**config.mk**
```make
export PLATFORM = sky130hd
export DESIGN_NAME = lbk_test_ctrl
export DESIGN_NICKNAME = d
export VERILOG_FILES = /design/src/rtl/lbk_test_ctrl.sv
export SDC_FILE = /design/constraint.sdc
export NUM_CORES = 1
export LEC_CHECK = 0
export BUFFER_PORTS_ARGS = -buffer_cell sky130_fd_sc_hd__buf_4
export CORE_MARGIN = 3
export CORE_UTILIZATION = 40
export CTS_CLUSTER_SIZE = 30
export DETAILED_ROUTE_END_ITERATION = 16
export HOLD_SLACK_MARGIN = 0.15
export MAX_ROUTING_LAYER = met4
export PLACE_DENSITY_LB_ADDON = 0.25
export SYNTH_ARGS = -nofsm -noshare
export SYNTH_HDL_FRONTEND = slang
export SYNTH_SLANG_ARGS = --single-unit
```
**constraint.sdc**
```tcl
create_clock -name clk -period 6.5 [get_ports clk]
set_input_delay 1.3 -clock clk [delete_from_list [all_inputs] [get_ports clk]]
set_output_delay 1.3 -clock clk [all_outputs]
set_load 0.01 [all_outputs]
```
**src/rtl/lbk_test_ctrl.sv**
```systemverilog
module lbk_test_ctrl #(
  parameter int W       = 16,
  parameter int CAL_LEN = 4608,
  parameter int AW      = 2
) (
  input  logic          clk,
  input  logic          rst_n,
  input  logic          fs_stb,
  input  logic          cfg_we,
  input  logic [AW-1:0] cfg_addr,
  input  logic [4:0]    cfg_wdata,
  output logic [7:0]    cfg_rdata,
  input  logic [W-1:0]  dp_din,
  output logic [W-1:0]  dp_dout,
  output logic [W-1:0]  link_tx,
  input  logic [W-1:0]  link_rx,
  output logic          ls_pwr_dn,
  output logic          ls_ana_lb,
  output logic          ls_hyb_off
);
  localparam int CW = $clog2(CAL_LEN + 1);
  localparam logic [2:0] M_NORM = 3'd0, M_START = 3'd1, M_DIG = 3'd2,
                         M_ANA = 3'd3, M_INT = 3'd4;

  logic pwr_dn, off_hook, dl_req, al_req, hyb_en, link_up;
  logic [CW-1:0] cal_cnt;
  logic [W-1:0]  in_q, lb_q;
  logic [2:0]    mode, req;
  logic          conflict, cal_done;

  assign req      = {dl_req, al_req, ~hyb_en};
  assign conflict = $countones(req) > 1;
  assign cal_done = cal_cnt == CW'(CAL_LEN);

  always_comb begin
    if (pwr_dn)                                   mode = M_START;
    else if (!cal_done || conflict || req == '0)  mode = M_NORM;
    else if (dl_req)                              mode = M_DIG;
    else if (al_req)                              mode = M_ANA;
    else                                          mode = M_INT;
  end

  always_ff @(posedge clk or negedge rst_n) begin
    if (!rst_n) begin
      {hyb_en, al_req, dl_req, off_hook, pwr_dn} <= 5'b10001;
    end else if (cfg_we && cfg_addr == AW'(0)) begin
      {hyb_en, al_req, dl_req, off_hook, pwr_dn} <= cfg_wdata;
    end
  end

  always_ff @(posedge clk or negedge rst_n) begin
    if (!rst_n)                      cal_cnt <= '0;
    else if (!off_hook || pwr_dn)    cal_cnt <= '0;
    else if (fs_stb && !cal_done)    cal_cnt <= cal_cnt + CW'(1);
  end

  always_ff @(posedge clk or negedge rst_n) begin
    if (!rst_n)      link_up <= 1'b0;
    else if (pwr_dn) link_up <= 1'b0;
    else if (fs_stb) link_up <= 1'b1;
  end

  always_ff @(posedge clk or negedge rst_n) begin
    if (!rst_n) begin
      in_q    <= '0;
      lb_q    <= '0;
      dp_dout <= '0;
    end else if (fs_stb) begin
      in_q <= dp_din;
      lb_q <= in_q;
      case (mode)
        M_START: dp_dout <= in_q;
        M_DIG:   dp_dout <= lb_q;
        default: dp_dout <= link_rx;
      endcase
    end
  end

  always_comb begin
    case (cfg_addr)
      AW'(0):  cfg_rdata = {3'b000, hyb_en, al_req, dl_req, off_hook, pwr_dn};
      AW'(1):  cfg_rdata = {2'b00, mode, conflict, cal_done, link_up};
      default: cfg_rdata = 8'h00;
    endcase
  end

  assign link_tx    = in_q;
  assign ls_pwr_dn  = pwr_dn;
  assign ls_ana_lb  = mode == M_ANA;
  assign ls_hyb_off = mode == M_INT;
endmodule

```
# Yosys cells after proc, flatten, opt, wreduce, memory -nomap -nowiden
# Index checks and enable logic that the tools add are counted.
[word_totals]
reg_bits = 67
latchBits = 0
ram_bits = 0
rom_bits = 0
wordCells = 42
n_memories = 0
[classes]
n_addsub = 3
mul = 0
div = 0
n_lt_le_gt_ge = 1
n_eq_ne = 6
shifts = 0
n_mux = 10
n_bitwise = 1
n_reduce_logical = 11
[ops]
columns = ["op", "n"]
rows = [
  ["$pmux W16 S2", 1],
  ["$mux W13", 2],
  ["$add A13 B1 Y13 const B", 1],
  ["$eq A13 B13 Y1 const B", 1],
  ["$mux W3", 4],
  ["$pmux W6 S2", 1],
  ["$eq A3 B2 Y1 const B", 2],
  ["$reduce_bool A2 Y1", 2],
  ["$add A2 B1 Y3", 1],
  ["$eq A3 B1 Y1 const B", 1],
  ["$eq A3 B3 Y1 const B", 1],
  ["$gt A3 B1 Y1 const B", 1],
  ["$logic_not A3 Y1", 1],
  ["$logic_or A1 B1 Y1", 3],
  ["$add A1 B1 Y2", 1],
  ["$eq A2 B1 Y1 const B", 1],
  ["$logic_and A1 B1 Y1", 2],
  ["$logic_not A1 Y1", 2],
  ["$logic_not A2 Y1", 1],
  ["$mux W1", 2],
  ["$not A1 Y1", 1],
]

# Longest topological paths before layout
# Gate-level depths: netlist of the first run.
[depth]
depth_word = 10
ltp_mapped = 8
depth_no_buf = 6

# Worst setup path after synthesis of the first run
# Ideal clock, no wire load.
[synth_timing]
path_kind = "input-to-output"
startpoint = "in cfg_addr[0]"
endpoint = "out cfg_rdata[4]"
arrival_ns = 2.073
setup_slack_ns = 3.127
path_stages = 4
path_buffers = 1
path_cell_list = "clkbuf_1 > o21ai_0 > o22ai_1 > nor2b_1"
[synth_via]
elab_chain_len = 2
word_cells_on_any_way = 3
[synth_rtl]
columns = ["element", "line_no", "text"]
rows = [
  ["from (decl)", "10", "input logic [AW-1:0] cfg_addr,"],
  ["$eq A2 B1 Y1 or $logic_not A2 Y1 (tied branches)", "80", "case (cfg_addr)"],
  ["$pmux W6 S2 *", "80", ""],
  ["to (decl)", "12", "output logic [7:0] cfg_rdata,"],
]
# Mark *: on every way between the ends. The rest lies on a longest branch, timed or not.

# Worst setup path in the final report of the first run
[layout_timing]
startpoint = "reg hyb_en"
endpoint = "out cfg_rdata[3]"
[layout_via]
elab_chain_len = 9
word_cells_on_any_way = 10
[layout_rtl]
columns = ["element", "line_no", "text"]
rows = [
  ["from (decl)", "25", "logic pwr_dn, off_hook, dl_req, al_req, hyb_en, link_up;"],
  ["from (signal assigned)", "47", "{hyb_en, al_req, dl_req, off_hook, pwr_dn} <= cfg_wdata;"],
  ["$not A1 Y1 *", "31", "assign req = {dl_req, al_req, ~hyb_en};"],
  ["$add A1 B1 Y2 (not written as such)", "32", "assign conflict = $countones(req) > 1;"],
  ["$add A2 B1 Y3 (not written as such)", "32", ""],
  ["$gt A3 B1 Y1", "32", ""],
  ["$logic_or A1 B1 Y1", "37", "else if (!cal_done || conflict || req == '0) mode = M_NORM;"],
  ["$logic_or A1 B1 Y1 *", "37", ""],
  ["$mux W3 *", "37", ""],
  ["$mux W3 *", "36", "if (pwr_dn) mode = M_START;"],
  ["$pmux W6 S2 *", "80", ""],
]
# Marks and branches as above.

==> out/qor.yml, run 1 <==
synth_cell_types: 41
min-delay-start: "link_up"
insertion_delay_ps: 340
cp.required_ps: 5200
core-area_sq_um: 8300
io_buffers: 83
end_kind: "primary output"
num_vias: 2548
cts_root_buffer: "clkbuf_8"
wl_per_cell_microns: 16.2
fmax_mhz: 249
cts_max_level: 3
synth.yosys.seq_area_share_pct: 48.6
fin_crit_ps: 4010
synth_ff_type: "dfrtp_1"
slew_viol_final: 0
outcome: "complete, no violations"
fin_setup_tns_ps: 0
grt_max_degree: 70
gr-total-overflow: 0
hold_path.class: "flop to flop"
ys_async_sr_fraction_pct: 100
path_clk_slew_ps: 70
antenna_found_initial: 0
fin_crit_sh_pct: 61.7
crit_fanout: 17
first_global_vias: 2677
synthesis.area_sq_um: 3450
r2r_start: "hyb_en"
cts-resized-gates: 0
finClkSkew_ps: 13.1
ys_ff_latch: 67
mostFrequentLayoutCells: "buf_4 (85), dfrtp_1 (65), mux2_2 (51)"
ant_nets: 0
finalNonFillerCells: 478
initial_core_util_pct: 41.6
hold_path_depth: 2
holdBufCountCts: 0
vias_per_cell: 5.33
syn2layout_area_growth_pct: 26.0
grt_usage_pct: 16.8
reg2reg_to: "dp_dout[0]"
layout_commonest_cell: "buf_4"
row_count: 33
reg2reg_depth: 6
num_io_pins: 86
cap_violations: 0
path_class: "flop to primary output"
drc: 0
dp_hpwl_microns: 5160
drt_wl_total_microns: 7740
ir_drop_uv: 148
whs_ps: 506
synth_warnings: 0
layout-drive-gt1-share_pct: 46.1
rrSetupSlack_ps: 4010
power_w: 0.00118
syn_avg_cell_area_sq_um: 11.7
drt_iter0_markers: 81
fp.dieW_microns: 98.9
start_kind: "flop"
placed_cells: 463
power_density_nw_per_um2: 272
holdPathEnd: "link_up"
synthCells: 296
diodes: 0
fin_nets: 415
die_area_sq_um: 9780
post-cts-setup-buffer-count: 0
cp.arrival_ps: 2710
cts_tree: "built"
hold_violations: 0
finalSetupViolations: 0
die_h_microns: 98.9
slew_headroom_pct: 43.1
first_pass_iters: 4
grt_pass1_wl_microns: 13000
numCtsBuffers: 9
cts_num_sinks: 67
gp_congestion: 0.876
synth-edff-count: 0
cellLeakagePower_nw: 1.96
rsz0062_at_grt: "false"
max_slew.worst_pin.slew_ps: 854
cts.path.max_buffers: 2
==> synthesized netlist by cell type (4+ instances only) <==
| master | number | area share [%] |
|---|---|---|
| dfrtp_1 | 65 | 47 |
| mux2_2 | 51 | 17 |
| a21oi_1 | 19 | 2.8 |
| inv_1 | 19 | 2.1 |
| o22ai_1 | 17 | 3.1 |
| nor2_1 | 15 | 1.6 |
| o41ai_2 | 10 | 4.7 |
| clkbuf_1 | 9 | 0.98 |
| nand2_1 | 8 | 0.87 |
| buf_1 | 7 | 0.76 |
| nand3_1 | 7 | 1.0 |
| o41ai_1 | 6 | 1.5 |
| xor2_1 | 6 | 1.5 |
| nand4_1 | 5 | 0.91 |
| o21ai_0 | 4 | 0.58 |
==> per-layer routing <==
metal,routed length [microns],GRT usage [%],up-vias
li1,-,-,1222
met5,0,-,-
met4,35,6.09,0
met3,384,3.61,4
met1,3610,21.8,1256
met2,3710,26.0,66
==> power breakdown <==
| group | leakage [nW] | internal, W | switching (W) |
|---|---|---|---|
| Clock | 0.122 | 0.000274 | 0.000152 |
| Combinational | 1.02 | 0.000127 | 0.000116 |
| Sequential | 0.820 | 0.000468 | 0.0000462 |
| Total | 1.96 | 0.000869 | 0.000314 |
==> metrics by stage <==
step                worst slack (ps)  utilization (%)  instance area (sq um)
detailed placement              2850             49.4                   4100
global route                    2400             52.4                   4350
finish                          2490             52.4                   4350
floorplan                       3130                -                   3460
CTS                             2460             52.4                   4350
global placement                2950             49.4                   4100
==> cell type report <==
type / count / area (sq um)
tap: 105 / 131
multi-input combinational: 186 / 1580
fill: 723 / 3950
timing repair buffer: 85 / 638
inverter: 20 / 75.1
sequential: 67 / 1680
clock buffer: 11 / 151
clock inverter: 4 / 97.6
==> kinds of logic (layout without fill, tap and decap cells) <==
kind of cell / count (synthesis) / count (layout) / synth area share (%)
and+or+nand+nor: 59 / 59 / 10.8
AOI/OAI and AO/OA: 59 / 59 / 13.7
other: 1 / 2 / 0.109
xor gates and xnor gates: 9 / 9 / 2.28
buffers and inverters: 44 / 120 / 5.84
adders and majority gates: 3 / 3 / 1.09
muxes: 54 / 54 / 17.5
DFF: 67 / 67 / 48.6
==> how the worst max path moves through the flow <==
stage                      from      endpoint  slack, ps  cells after the start
finish                   hyb_en  cfg_rdata[3]       2490                      7
global route             hyb_en  cfg_rdata[3]       2400                      7
CTS                      hyb_en  cfg_rdata[3]       2460                      7
detailed placement       hyb_en  cfg_rdata[3]       2850                      7
global placement         hyb_en  cfg_rdata[3]       2950                      7
floorplan           cfg_addr[0]  cfg_rdata[4]       3130                      4
==> worst max-delay path: stages, from the launching register on <==
cell	delay (ps)
dfstp_2	530
inv_1	60
ha_1	290
a21oi_1	270
and4_1	750
nand3_1	150
a21oi_1	190
buf_4	140
==> registers in the layout, summed over array words and instances, names as in the netlist, 13 cells and up <==
signal,count
lb_q,16
link_tx,16
dp_dout,16
cal_cnt,13
Power figures use the tool's default switching activity.
==> run 2: changes to the inputs <==
==> constraint.sdc (replaced) <==
create_clock -name clk -period 3.5 [get_ports clk]
set_input_delay 0.7 -clock clk [delete_from_list [all_inputs] [get_ports clk]]
set_output_delay 0.7 -clock clk [all_outputs]
set_load 0.01 [all_outputs]
==> run 2 against run 1 <==
Clock power grew 43%; combinational power grew 87%; register-to-register slack lost 2900 ps; utilization shrank 0.56 points; total power grew 70%; highest routed layer unchanged; largest cell class unchanged; via count grew 2.0%.
==> out/qor.yml, run 2 (synthesis gave the netlist of run 1 again) <==
layout.area.seq_sq_um: 1680  # unchanged
crit_buf_inv: 2  # unchanged
cellLeakagePower_nw: 1.94  # -0.81%
wl_per_cell_microns: 16.1  # -0.43%
cts_max_level: 3  # unchanged
die_h_microns: 98.9  # unchanged
holdBufCountCts: 0  # unchanged
power_density_nw_per_um2: 469  # +72%
fin_nets: 418  # +0.72%
hold_path.class: "input pin to asynchronous set/reset pin"
finalNonFillerCells: 480  # +0.42%
cp_slowest_cell: "dfstp_2"
drt_iter0_markers: 104  # +28%
start_kind: "flop"
fin_crit_ps: 2950
max_slew.worst_pin.slew_ps: 851  # -2.20 ps
critical-path-max-stage-delay_ps: 530  # -220 ps
core-area_sq_um: 8300  # unchanged
finish.instance_area_sq_um: 4300  # -1.1%
cts.path.max_buffers: 2  # unchanged
fillCellCount: 753  # +4.1%
path_clk_slew_ps: 70  # about the same
cts_num_sinks: 67  # unchanged
placed_cells: 466  # +0.65%
drt_wl_total_microns: 7740  # about the same
cp.required_ps: 2800  # -2400 ps
slew_headroom_pct: 43.2  # +0.15 points
ant_nets: 0  # unchanged
diodes: 0  # unchanged
insertion_delay_ps: 340  # about the same
gp_congestion: 0.898  # +2.5%
slew_viol_final: 0  # unchanged
row_count: 33  # unchanged
mostFrequentLayoutCells: "buf_4 (88), dfrtp_1 (65), mux2_2 (51)"
cts-resized-gates: 0  # unchanged
end_kind: "primary output"
vias_per_cell: 5.42  # +1.6%
finClkSkew_ps: 12.1  # -1.04 ps
first_global_vias: 2679  # +0.075%
cts_tree: "built"
multi_input_area_sq_um: 1580  # unchanged
grt_usage_pct: 17.0  # +0.17 points
initial_core_util_pct: 41.6  # unchanged
cts_root_buffer: "clkbuf_8"
syn2layout_area_growth_pct: 24.6
fp.dieW_microns: 98.9  # unchanged
ir_drop_uv: 294  # +99%
layout_commonest_cell: "buf_4"
dp_slack_ps: 929  # -1920 ps
dpl-instance-area_sq_um: 4120  # +0.55%
first_pass_iters: 4  # unchanged
fin_crit_sh_pct: 84.2
outcome: "complete, no violations"
path_delay_family: "simple AND/OR/NAND/NOR gates"
num_vias: 2600  # +2.0%
finalSetupViolations: 0  # unchanged
path_cells: "inv_1 > ha_1 > a211oi_1 > nand4_1 > nor4_1 > and3b_1 > buf_4"
die_area_sq_um: 9780  # unchanged
post-cts-setup-buffer-count: 0  # unchanged
fin_setup_tns_ps: 0  # unchanged
hold_violations: 0  # unchanged
rsz0062_at_grt: "false"
dp_hpwl_microns: 5160  # about the same
drc: 0  # unchanged
grt_max_degree: 68  # -2.9%
num_io_pins: 86  # unchanged
antenna_found_initial: 0  # unchanged
io_buffers: 83  # unchanged
numCtsBuffers: 9  # unchanged
layout_setup_ws_ps: 552  # -1940 ps
cp.arrival_ps: 2250  # -460 ps
fmax_mhz: 339
path_class: "flop to primary output"
cap_violations: 0  # unchanged
grt_pass1_wl_microns: 13100  # +0.95%
crit_fanout: 3  # -14
gr-total-overflow: 0  # unchanged
layout-drive-gt1-share_pct: 46.4  # +0.29 points
==> run 2: through the flow <==
stage | hold WS, ps | utilization, % | total power (W)
CTS | 506 | 51.8 | 0.00204
detailed placement | 496 | 49.7 | 0.00143
floorplan | 404 | - | 0.00122
global placement | 481 | 49.7 | 0.00142
finish | 475 | 51.8 | 0.00202
global route | 528 | 51.8 | 0.00213
==> run 2: final cells by class <==
class	instances	area share, %
Tap cell	105	3.05
Timing Repair Buffer	88	15.4
Clock buffer	9	2.88
Multi-Input combinational cell	186	36.6
Clock inverter	5	1.31
Sequential cell	67	39.0
Inverter	20	1.75
==> run 2: path summary, 6_finish.rpt <==
path | cells past startpoint | start | slack, ps | endpoint
max reg2reg | 6 | hyb_en | 1100 | dp_dout[1]
max in group asynchronous | 1 | rst_n | 2480 | dp_dout[8]
min in group clk | 1 | lb_q[1] | 510 | lb_q[1]
min reg2reg | 1 | lb_q[1] | 510 | lb_q[1]
max | 7 | hyb_en | 550 | cfg_rdata[5]
min | 1 | rst_n | 470 | cal_cnt[3]
==> run 2: worst reg2reg max path: stages, from the launching register on <==
cell and delay, ps:
dfstp_2 530, inv_1 50, ha_1 280, a21oi_1 250, nand4_2 550, o41ai_1 480
o22ai_1 120
==> run 2: report_power, final <==
group          internal, W  total [W]  switching (W)
Combinational     0.000239   0.000455       0.000217
Clock             0.000320   0.000610       0.000290
Sequential        0.000868   0.000950      0.0000820
==> run 2: metal layers <==
layer | up-vias | share of wire, % | global-route usage (%)
li1 | 1223 | - | -
met1 | 1294 | 45 | 21.2
met2 | 72 | 47 | 26.9
met3 | 11 | 6.4 | 5.45
met4 | 0 | 1.1 | 4.41
met5 | - | 0 | -
